==> config.mk <==
export PLATFORM = sky130hd
export DESIGN_NAME = rdma_port
export DESIGN_NICKNAME = d
export VERILOG_FILES = /design/src/rtl/rdma_pkg.sv /design/src/rtl/rdma_arb.sv /design/src/rtl/rdma_ptr.sv /design/src/rtl/rdma_cnt.sv /design/src/rtl/rdma_lane.sv /design/src/rtl/rdma_port.sv
export SDC_FILE = /design/constraint.sdc
export NUM_CORES = 1
export LEC_CHECK = 0
export ABC_AREA = 1
export BUFFER_PORTS_ARGS = -buffer_cell sky130_fd_sc_hd__buf_4
export CORE_ASPECT_RATIO = 0.6
export CORE_MARGIN = 2
export CORE_UTILIZATION = 49
export DETAILED_ROUTE_END_ITERATION = 8
export GPL_TIMING_DRIVEN = 0
export PLACE_DENSITY = 0.93
export SLEW_MARGIN = 0
export SYNTH_ARGS = -nofsm -noshare
export SYNTH_HDL_FRONTEND = slang
export SYNTH_SLANG_ARGS = --single-unit
==> constraint.sdc <==
create_clock -name clk_i -period 5.15 [get_ports clk_i]
set_input_delay 0.515 -clock clk_i [delete_from_list [all_inputs] [get_ports clk_i]]
set_output_delay 0.515 -clock clk_i [all_outputs]
set_load 0.005 [all_outputs]
==> src/rtl/rdma_pkg.sv <==
package rdma_pkg;
  localparam int unsigned PTR_W  = 16;
  localparam int unsigned PG_W   = 8;
  localparam int unsigned LANES  = 2;
  localparam int unsigned BYTE_W = 8;

  typedef logic [PTR_W-1:0] ptr_t;
  typedef logic [PG_W-1:0]  pg_t;

  typedef enum logic [1:0] {
    ACC_NONE = 2'd0,
    ACC_RD   = 2'd1,
    ACC_WR   = 2'd2
  } acc_e;

  function automatic ptr_t pg_to_ptr(pg_t pg);
    return {pg, {(PTR_W-PG_W){1'b0}}};
  endfunction
endpackage

==> src/rtl/rdma_arb.sv <==
module rdma_arb
  import rdma_pkg::*;
(
  input  logic       rd_i,
  input  logic       wr_i,
  input  logic       word_i,
  output acc_e       acc_o,
  output logic [1:0] step_o
);
  // read wins over a same-cycle write
  always_comb begin
    if (rd_i)      acc_o = ACC_RD;
    else if (wr_i) acc_o = ACC_WR;
    else           acc_o = ACC_NONE;
  end

  assign step_o = word_i ? 2'd2 : 2'd1;
endmodule

==> src/rtl/rdma_ptr.sv <==
module rdma_ptr
  import rdma_pkg::*;
(
  input  logic       clk_i,
  input  logic       rst_ni,
  input  logic       ld_i,
  input  ptr_t       ld_val_i,
  input  logic       adv_i,
  input  logic [1:0] step_i,
  input  pg_t        start_pg_i,
  input  pg_t        stop_pg_i,
  output ptr_t       addr_o
);
  ptr_t addr_q, addr_sum, addr_nxt;

  always_comb begin
    addr_sum = addr_q + ptr_t'(step_i);
    addr_nxt = (addr_sum == pg_to_ptr(stop_pg_i)) ? pg_to_ptr(start_pg_i) : addr_sum;
  end

  always_ff @(posedge clk_i or negedge rst_ni) begin
    if (!rst_ni)    addr_q <= '0;
    else if (ld_i)  addr_q <= ld_val_i;
    else if (adv_i) addr_q <= addr_nxt;
  end

  assign addr_o = addr_q;
endmodule

==> src/rtl/rdma_cnt.sv <==
module rdma_cnt
  import rdma_pkg::*;
(
  input  logic       clk_i,
  input  logic       rst_ni,
  input  logic       ld_i,
  input  ptr_t       ld_val_i,
  input  logic       acc_i,
  input  logic [1:0] step_i,
  output ptr_t       cnt_o,
  output logic       live_o,
  output logic       done_o
);
  ptr_t cnt_q;
  logic done_q, last;

  assign live_o = (cnt_q != '0);
  assign last   = (cnt_q <= ptr_t'(step_i));

  always_ff @(posedge clk_i or negedge rst_ni) begin
    if (!rst_ni) begin
      cnt_q  <= '0;
      done_q <= 1'b0;
    end else if (ld_i) begin
      cnt_q  <= ld_val_i;
      done_q <= 1'b0;
    end else if (acc_i && live_o) begin
      cnt_q  <= last ? '0 : cnt_q - ptr_t'(step_i);
      done_q <= last;
    end else begin
      done_q <= 1'b0;
    end
  end

  assign cnt_o  = cnt_q;
  assign done_o = done_q;
endmodule

==> src/rtl/rdma_lane.sv <==
module rdma_lane
  import rdma_pkg::*;
#(
  parameter int unsigned MEM_AW = 15
) (
  input  logic                    clk_i,
  input  logic                    rst_ni,
  input  acc_e                    acc_i,
  input  logic                    word_i,
  input  ptr_t                    addr_i,
  input  logic [LANES*BYTE_W-1:0] wdata_i,
  output logic                    req_o,
  output logic                    we_o,
  output logic [LANES-1:0]        be_o,
  output logic [MEM_AW-1:0]       lane_addr_o [LANES],
  output logic [LANES*BYTE_W-1:0] mem_wdata_o,
  input  logic [LANES*BYTE_W-1:0] mem_rdata_i,
  output logic [LANES*BYTE_W-1:0] rdata_o,
  output logic                    rvalid_o
);
  logic rvalid_q, word_q;

  assign req_o       = (acc_i != ACC_NONE);
  assign we_o        = (acc_i == ACC_WR);
  assign mem_wdata_o = wdata_i;

  for (genvar i = 0; i < LANES; i++) begin : g_lane
    logic en;
    ptr_t la;
    assign en             = (i == 0) || word_i;
    assign la             = addr_i + ptr_t'(i);
    assign lane_addr_o[i] = la[MEM_AW-1:0];
    assign be_o[i]        = we_o && en;
    assign rdata_o[i*BYTE_W +: BYTE_W] =
      (rvalid_q && ((i == 0) || word_q)) ? mem_rdata_i[i*BYTE_W +: BYTE_W] : '0;
  end

  always_ff @(posedge clk_i or negedge rst_ni) begin
    if (!rst_ni) begin
      rvalid_q <= 1'b0;
      word_q   <= 1'b0;
    end else begin
      rvalid_q <= (acc_i == ACC_RD);
      word_q   <= word_i;
    end
  end

  assign rvalid_o = rvalid_q;
endmodule

==> src/rtl/rdma_port.sv <==
module rdma_port
  import rdma_pkg::*;
#(
  parameter int unsigned MEM_BYTES = 32768,
  localparam int unsigned MEM_AW   = $clog2(MEM_BYTES)
) (
  input  logic              clk_i,
  input  logic              rst_ni,
  input  logic              word_mode_i,
  input  logic [7:0]        ring_start_pg_i,
  input  logic [7:0]        ring_stop_pg_i,
  input  logic              addr_ld_i,
  input  logic [15:0]       addr_val_i,
  input  logic              cnt_ld_i,
  input  logic [15:0]       cnt_val_i,
  input  logic              host_rd_i,
  input  logic              host_wr_i,
  input  logic [15:0]       host_wdata_i,
  output logic [15:0]       host_rdata_o,
  output logic              host_rvalid_o,
  output logic [15:0]       cur_addr_o,
  output logic [15:0]       cur_cnt_o,
  output logic              mem_req_o,
  output logic              mem_we_o,
  output logic [1:0]        mem_be_o,
  output logic [MEM_AW-1:0] mem_addr_lo_o,
  output logic [MEM_AW-1:0] mem_addr_hi_o,
  output logic [15:0]       mem_wdata_o,
  input  logic [15:0]       mem_rdata_i,
  output logic              dma_done_o
);
  acc_e        acc;
  logic [1:0]  step;
  logic        live;
  ptr_t        addr;
  logic [MEM_AW-1:0] lane_addr [LANES];

  rdma_arb i_arb (
    .rd_i   (host_rd_i),
    .wr_i   (host_wr_i),
    .word_i (word_mode_i),
    .acc_o  (acc),
    .step_o (step)
  );

  rdma_cnt i_cnt (
    .clk_i    (clk_i),
    .rst_ni   (rst_ni),
    .ld_i     (cnt_ld_i),
    .ld_val_i (cnt_val_i),
    .acc_i    (acc != ACC_NONE),
    .step_i   (step),
    .cnt_o    (cur_cnt_o),
    .live_o   (live),
    .done_o   (dma_done_o)
  );

  rdma_ptr i_ptr (
    .clk_i      (clk_i),
    .rst_ni     (rst_ni),
    .ld_i       (addr_ld_i),
    .ld_val_i   (addr_val_i),
    .adv_i      ((acc != ACC_NONE) && live),
    .step_i     (step),
    .start_pg_i (ring_start_pg_i),
    .stop_pg_i  (ring_stop_pg_i),
    .addr_o     (addr)
  );

  rdma_lane #(.MEM_AW(MEM_AW)) i_lane (
    .clk_i       (clk_i),
    .rst_ni      (rst_ni),
    .acc_i       (acc),
    .word_i      (word_mode_i),
    .addr_i      (addr),
    .wdata_i     (host_wdata_i),
    .req_o       (mem_req_o),
    .we_o        (mem_we_o),
    .be_o        (mem_be_o),
    .lane_addr_o (lane_addr),
    .mem_wdata_o (mem_wdata_o),
    .mem_rdata_i (mem_rdata_i),
    .rdata_o     (host_rdata_o),
    .rvalid_o    (host_rvalid_o)
  );

  assign cur_addr_o    = addr;
  assign mem_addr_lo_o = lane_addr[0];
  assign mem_addr_hi_o = lane_addr[1];
endmodule

==> key figures <==
Clock tree
  • CTS sink count: 35
  • CTS tree: done
  • Insertion delay to the later sink of the worst-skew pair: 0.28 ns
  • Num CTS Buffers: 5
  • Post-CTS Setup Bufs: 0
  • CTS root buf: clkbuf_16
  • H-tree level count: 2
  • Clock Path Buffers: 2
  • # resized after CTS: 0
  • CTS Hold Bufs: 0
  • Worst-path clk slew: 0.06 ns

Cells and area
  • Storage cell area: 876 um^2
  • NumNets Final: 789
  • # fillers: 560
  • Finished Core Util: 74.2%
  • Multi-input logic area: 0.00199 mm^2
  • # diodes: 0
  • Fin area: 0.00497 mm^2
  • Commonest non-fill, non-tap cell in the layout: buf_4
  • Commonest non-fill, non-tap cells in the layout: buf_4 (204), nand2_1 (158), nor2_1 (60)
  • Synth-to-Final Area Change: 45.2%
  • Share of layout cells above drive strength 1: 34.9%

Critical path
  • Reg-to-Reg Start: i_ptr.addr_o[0]
  • Setup Crit Path Kind: input pin to flop
  • Worst-path fanout max: 8
  • Startpoint types: input pin
  • RR Endpoint: i_ptr.addr_o[10]
  • Crit. End Element: flop
  • Worst EP required: 5.33 ns
  • Reg2Reg Depth: 17
  • CP arrival: 3.33 ns
  • R2R Setup Slk: 2.15 ns

Floorplanning
  • Area of the die: 0.00770 mm^2
  • Core Region: 0.00671 mm^2
  • Initial Utilization: 51.1%
  • Rows: 23
  • DIE WIDTH: 112 um
  • Die Ht: 68.8 um
  • I/O Pins: 187

Timing
  • RSZ-0062 raised after global routing: no
  • Relative slew slack: 62.8%
  • Setup violators final: 0
  • Worst-Margin Slew: 0.552 ns
  • Slew Limit Fails: 0
  • Final hold violations: 0
  • Fmax: 0.317 GHz
  • Final worst path period share: 61.3%
  • Minimum clock period: 3.16 ns
  • Clock skew: 0.00739 ns
  • TNS Setup: 0 ns

Synth
  • Async set-reset flop share out of synthesis: 100%
  • Mapped Area: 0.00342 mm^2
  • EDFF count, synth: 0
  • Syn avg cell area: 6.59 um^2
  • Dominant synthesized flop cell: dfrtp_1
  • Post-synth cell types: 37
  • Mapped Nets: 614
  • Synth Warn #: 0
  • Sequential cell area fraction in the yosys report: 25.6%
  • Post-Syn Instances: 520
  • Seq cells post-synth: 35

Power and ir drop
  • Sw Share: 34.7%
  • Switching power: 0.425 mW
  • Comb power frac: 39.8%
  • Clock Power Share: 30.0%
  • Power Density: 246 mW/mm^2
  • Register share of total power: 30.1%
  • P_int: 0.800 mW
  • Leakage power: 2.71 nW
  • VDD IR max: 0.150 mV
  • Pwr Total: 1.22 mW

Route
  • Pre-antenna DRT Iters: 5
  • Vias post-DR: 4119
  • Starting DRT DRC Count: 285
  • Post-Route WL: 11800 um
  • Post-DRT Antenna Nets: 0
  • Avg WL per Cell: 15.1 um
  • Via-to-Cell Ratio: 5.26
  • DRC violations left: 0

Global route
  • Layer with the highest usage: met2
  • Met3 Usage GRT: 5.68%
  • Largest net degree at the start of global routing: 36
  • Vias in the first global route: 3747
  • Gr usage total: 30.1%
  • Initial antenna violation count: 0
  • Met1 usage in global routing: 42.4%
  • Met2 Track Usage GR: 48.6%
  • First-pass GRT wire length: 18300 um
  • GR Overflow Total: 0

Placed design
  • IO Port Bufs: 168
  • Dpl cell area: 0.00479 mm^2
  • Dpl hpwl: 9550 um
  • Final GP Congestion: 0.931

Flow run
  • Max_cap viols: 0

Run status
  • Status: complete, no violations

Min path
  • Hold WC Path Type: input pin to asynchronous set/reset pin
-- worst max path at each step --
| stage | from | to | slack [ns] | depth (start not counted) |
|---|---|---|---|---|
| after detailed placement | word_mode_i | i_ptr.addr_o[10] | 1.81 | 19 |
| after global placement | word_mode_i | i_ptr.addr_o[13] | 1.92 | 19 |
| after floorplan | word_mode_i | i_ptr.addr_o[12] | 2.50 | 18 |
| after CTS | word_mode_i | i_ptr.addr_o[10] | 2.07 | 19 |
| after global routing | word_mode_i | i_ptr.addr_o[13] | 1.77 | 19 |
| final | word_mode_i | i_ptr.addr_o[10] | 1.99 | 19 |
-- cell usage after synthesis, drive strengths merged (5+ instances only) --
cell / n / share of area (%)
nand3: 60 / 9.6
nor2: 67 / 9.1
inv: 60 / 6.6
nand4: 6 / 1.3
clkbuf: 6 / 0.66
xor2: 26 / 6.6
o311ai: 10 / 2.6
o211ai: 7 / 1.5
nor3: 8 / 1.2
buf: 42 / 9.0
dfrtp: 35 / 26
nand2: 164 / 18
ha: 5 / 1.8
-- per-layer routing --
metal | vias up | share of wire [%]
met2 | 235 | 45
met1 | 1895 | 43
met5 | - | 0
met3 | 21 | 11
li1 | 1968 | -
met4 | 0 | 1.2
-- power groups by stage --
stage                     Combinational [mW]  Clock [mW]  Sequential [mW]
after floorplan                        0.253           0            0.358
after global routing                   0.537       0.382            0.374
after global placement                 0.467           0            0.368
after detailed placement               0.481           0            0.371
final                                  0.488       0.368            0.369
after CTS                              0.484       0.370            0.367
-- critical path: stages --
cell and delay (ns):
buf_4 0.12, inv_1 0.24, ha_1 0.26, inv_1 0.07
fa_1 0.43, inv_1 0.12, nand2_1 0.08, nor2_1 0.24
nand4_1 0.19, nand2_1 0.19, nand2_1 0.07, nand2_1 0.06
nand2_1 0.04, nor2_1 0.27, nand3_4 0.16, nand2_1 0.09
nand3_1 0.08, nand2_1 0.07, nand2_1 0.04
-- flip-flops by register name, indices dropped and copies added, names as in the netlist --
name	count
i_lane.rvalid_o	1
i_lane.word_q	1
i_cnt.cnt_o	16
i_ptr.addr_o	16
i_cnt.done_o	1
-- cell type report --
class | count | area share (%)
Timing Repair Buffer | 168 | 25.4
Clock buffer | 6 | 2.79
Inverter | 61 | 4.60
Buffer | 48 | 6.62
Sequential cell | 35 | 17.6
Clock inverter | 2 | 0.780
Multi-Input combinational cell | 376 | 40.0
Tap cell | 87 | 2.19
-- cells by family (layout without fill, tap and decap cells) --
family                   after synthesis  count (layout)  synth area share (%)
AND/OR/NAND/NOR                      311             311                  40.7
buffers and inverters                109             285                  16.3
flip-flops                            35              35                  25.6
XOR/XNOR                              30              30                  8.07
AO/OA/AOI/OAI                         28              28                  6.32
adder cells (fa/ha/maj)                7               7                  3.00
-- stage by stage --
stage	instances	hold WS [ns]	setup WS, ns
5_1_grt	783	0.218	1.77
4_1_cts	783	0.204	2.07
6_report	783	0.184	1.99
3_3_place_gp	775	0.503	1.92
3_5_place_dp	775	0.500	1.81
2_1_floorplan	520	0.219	2.50
Note: power is estimated with default switching activity, not from simulation.
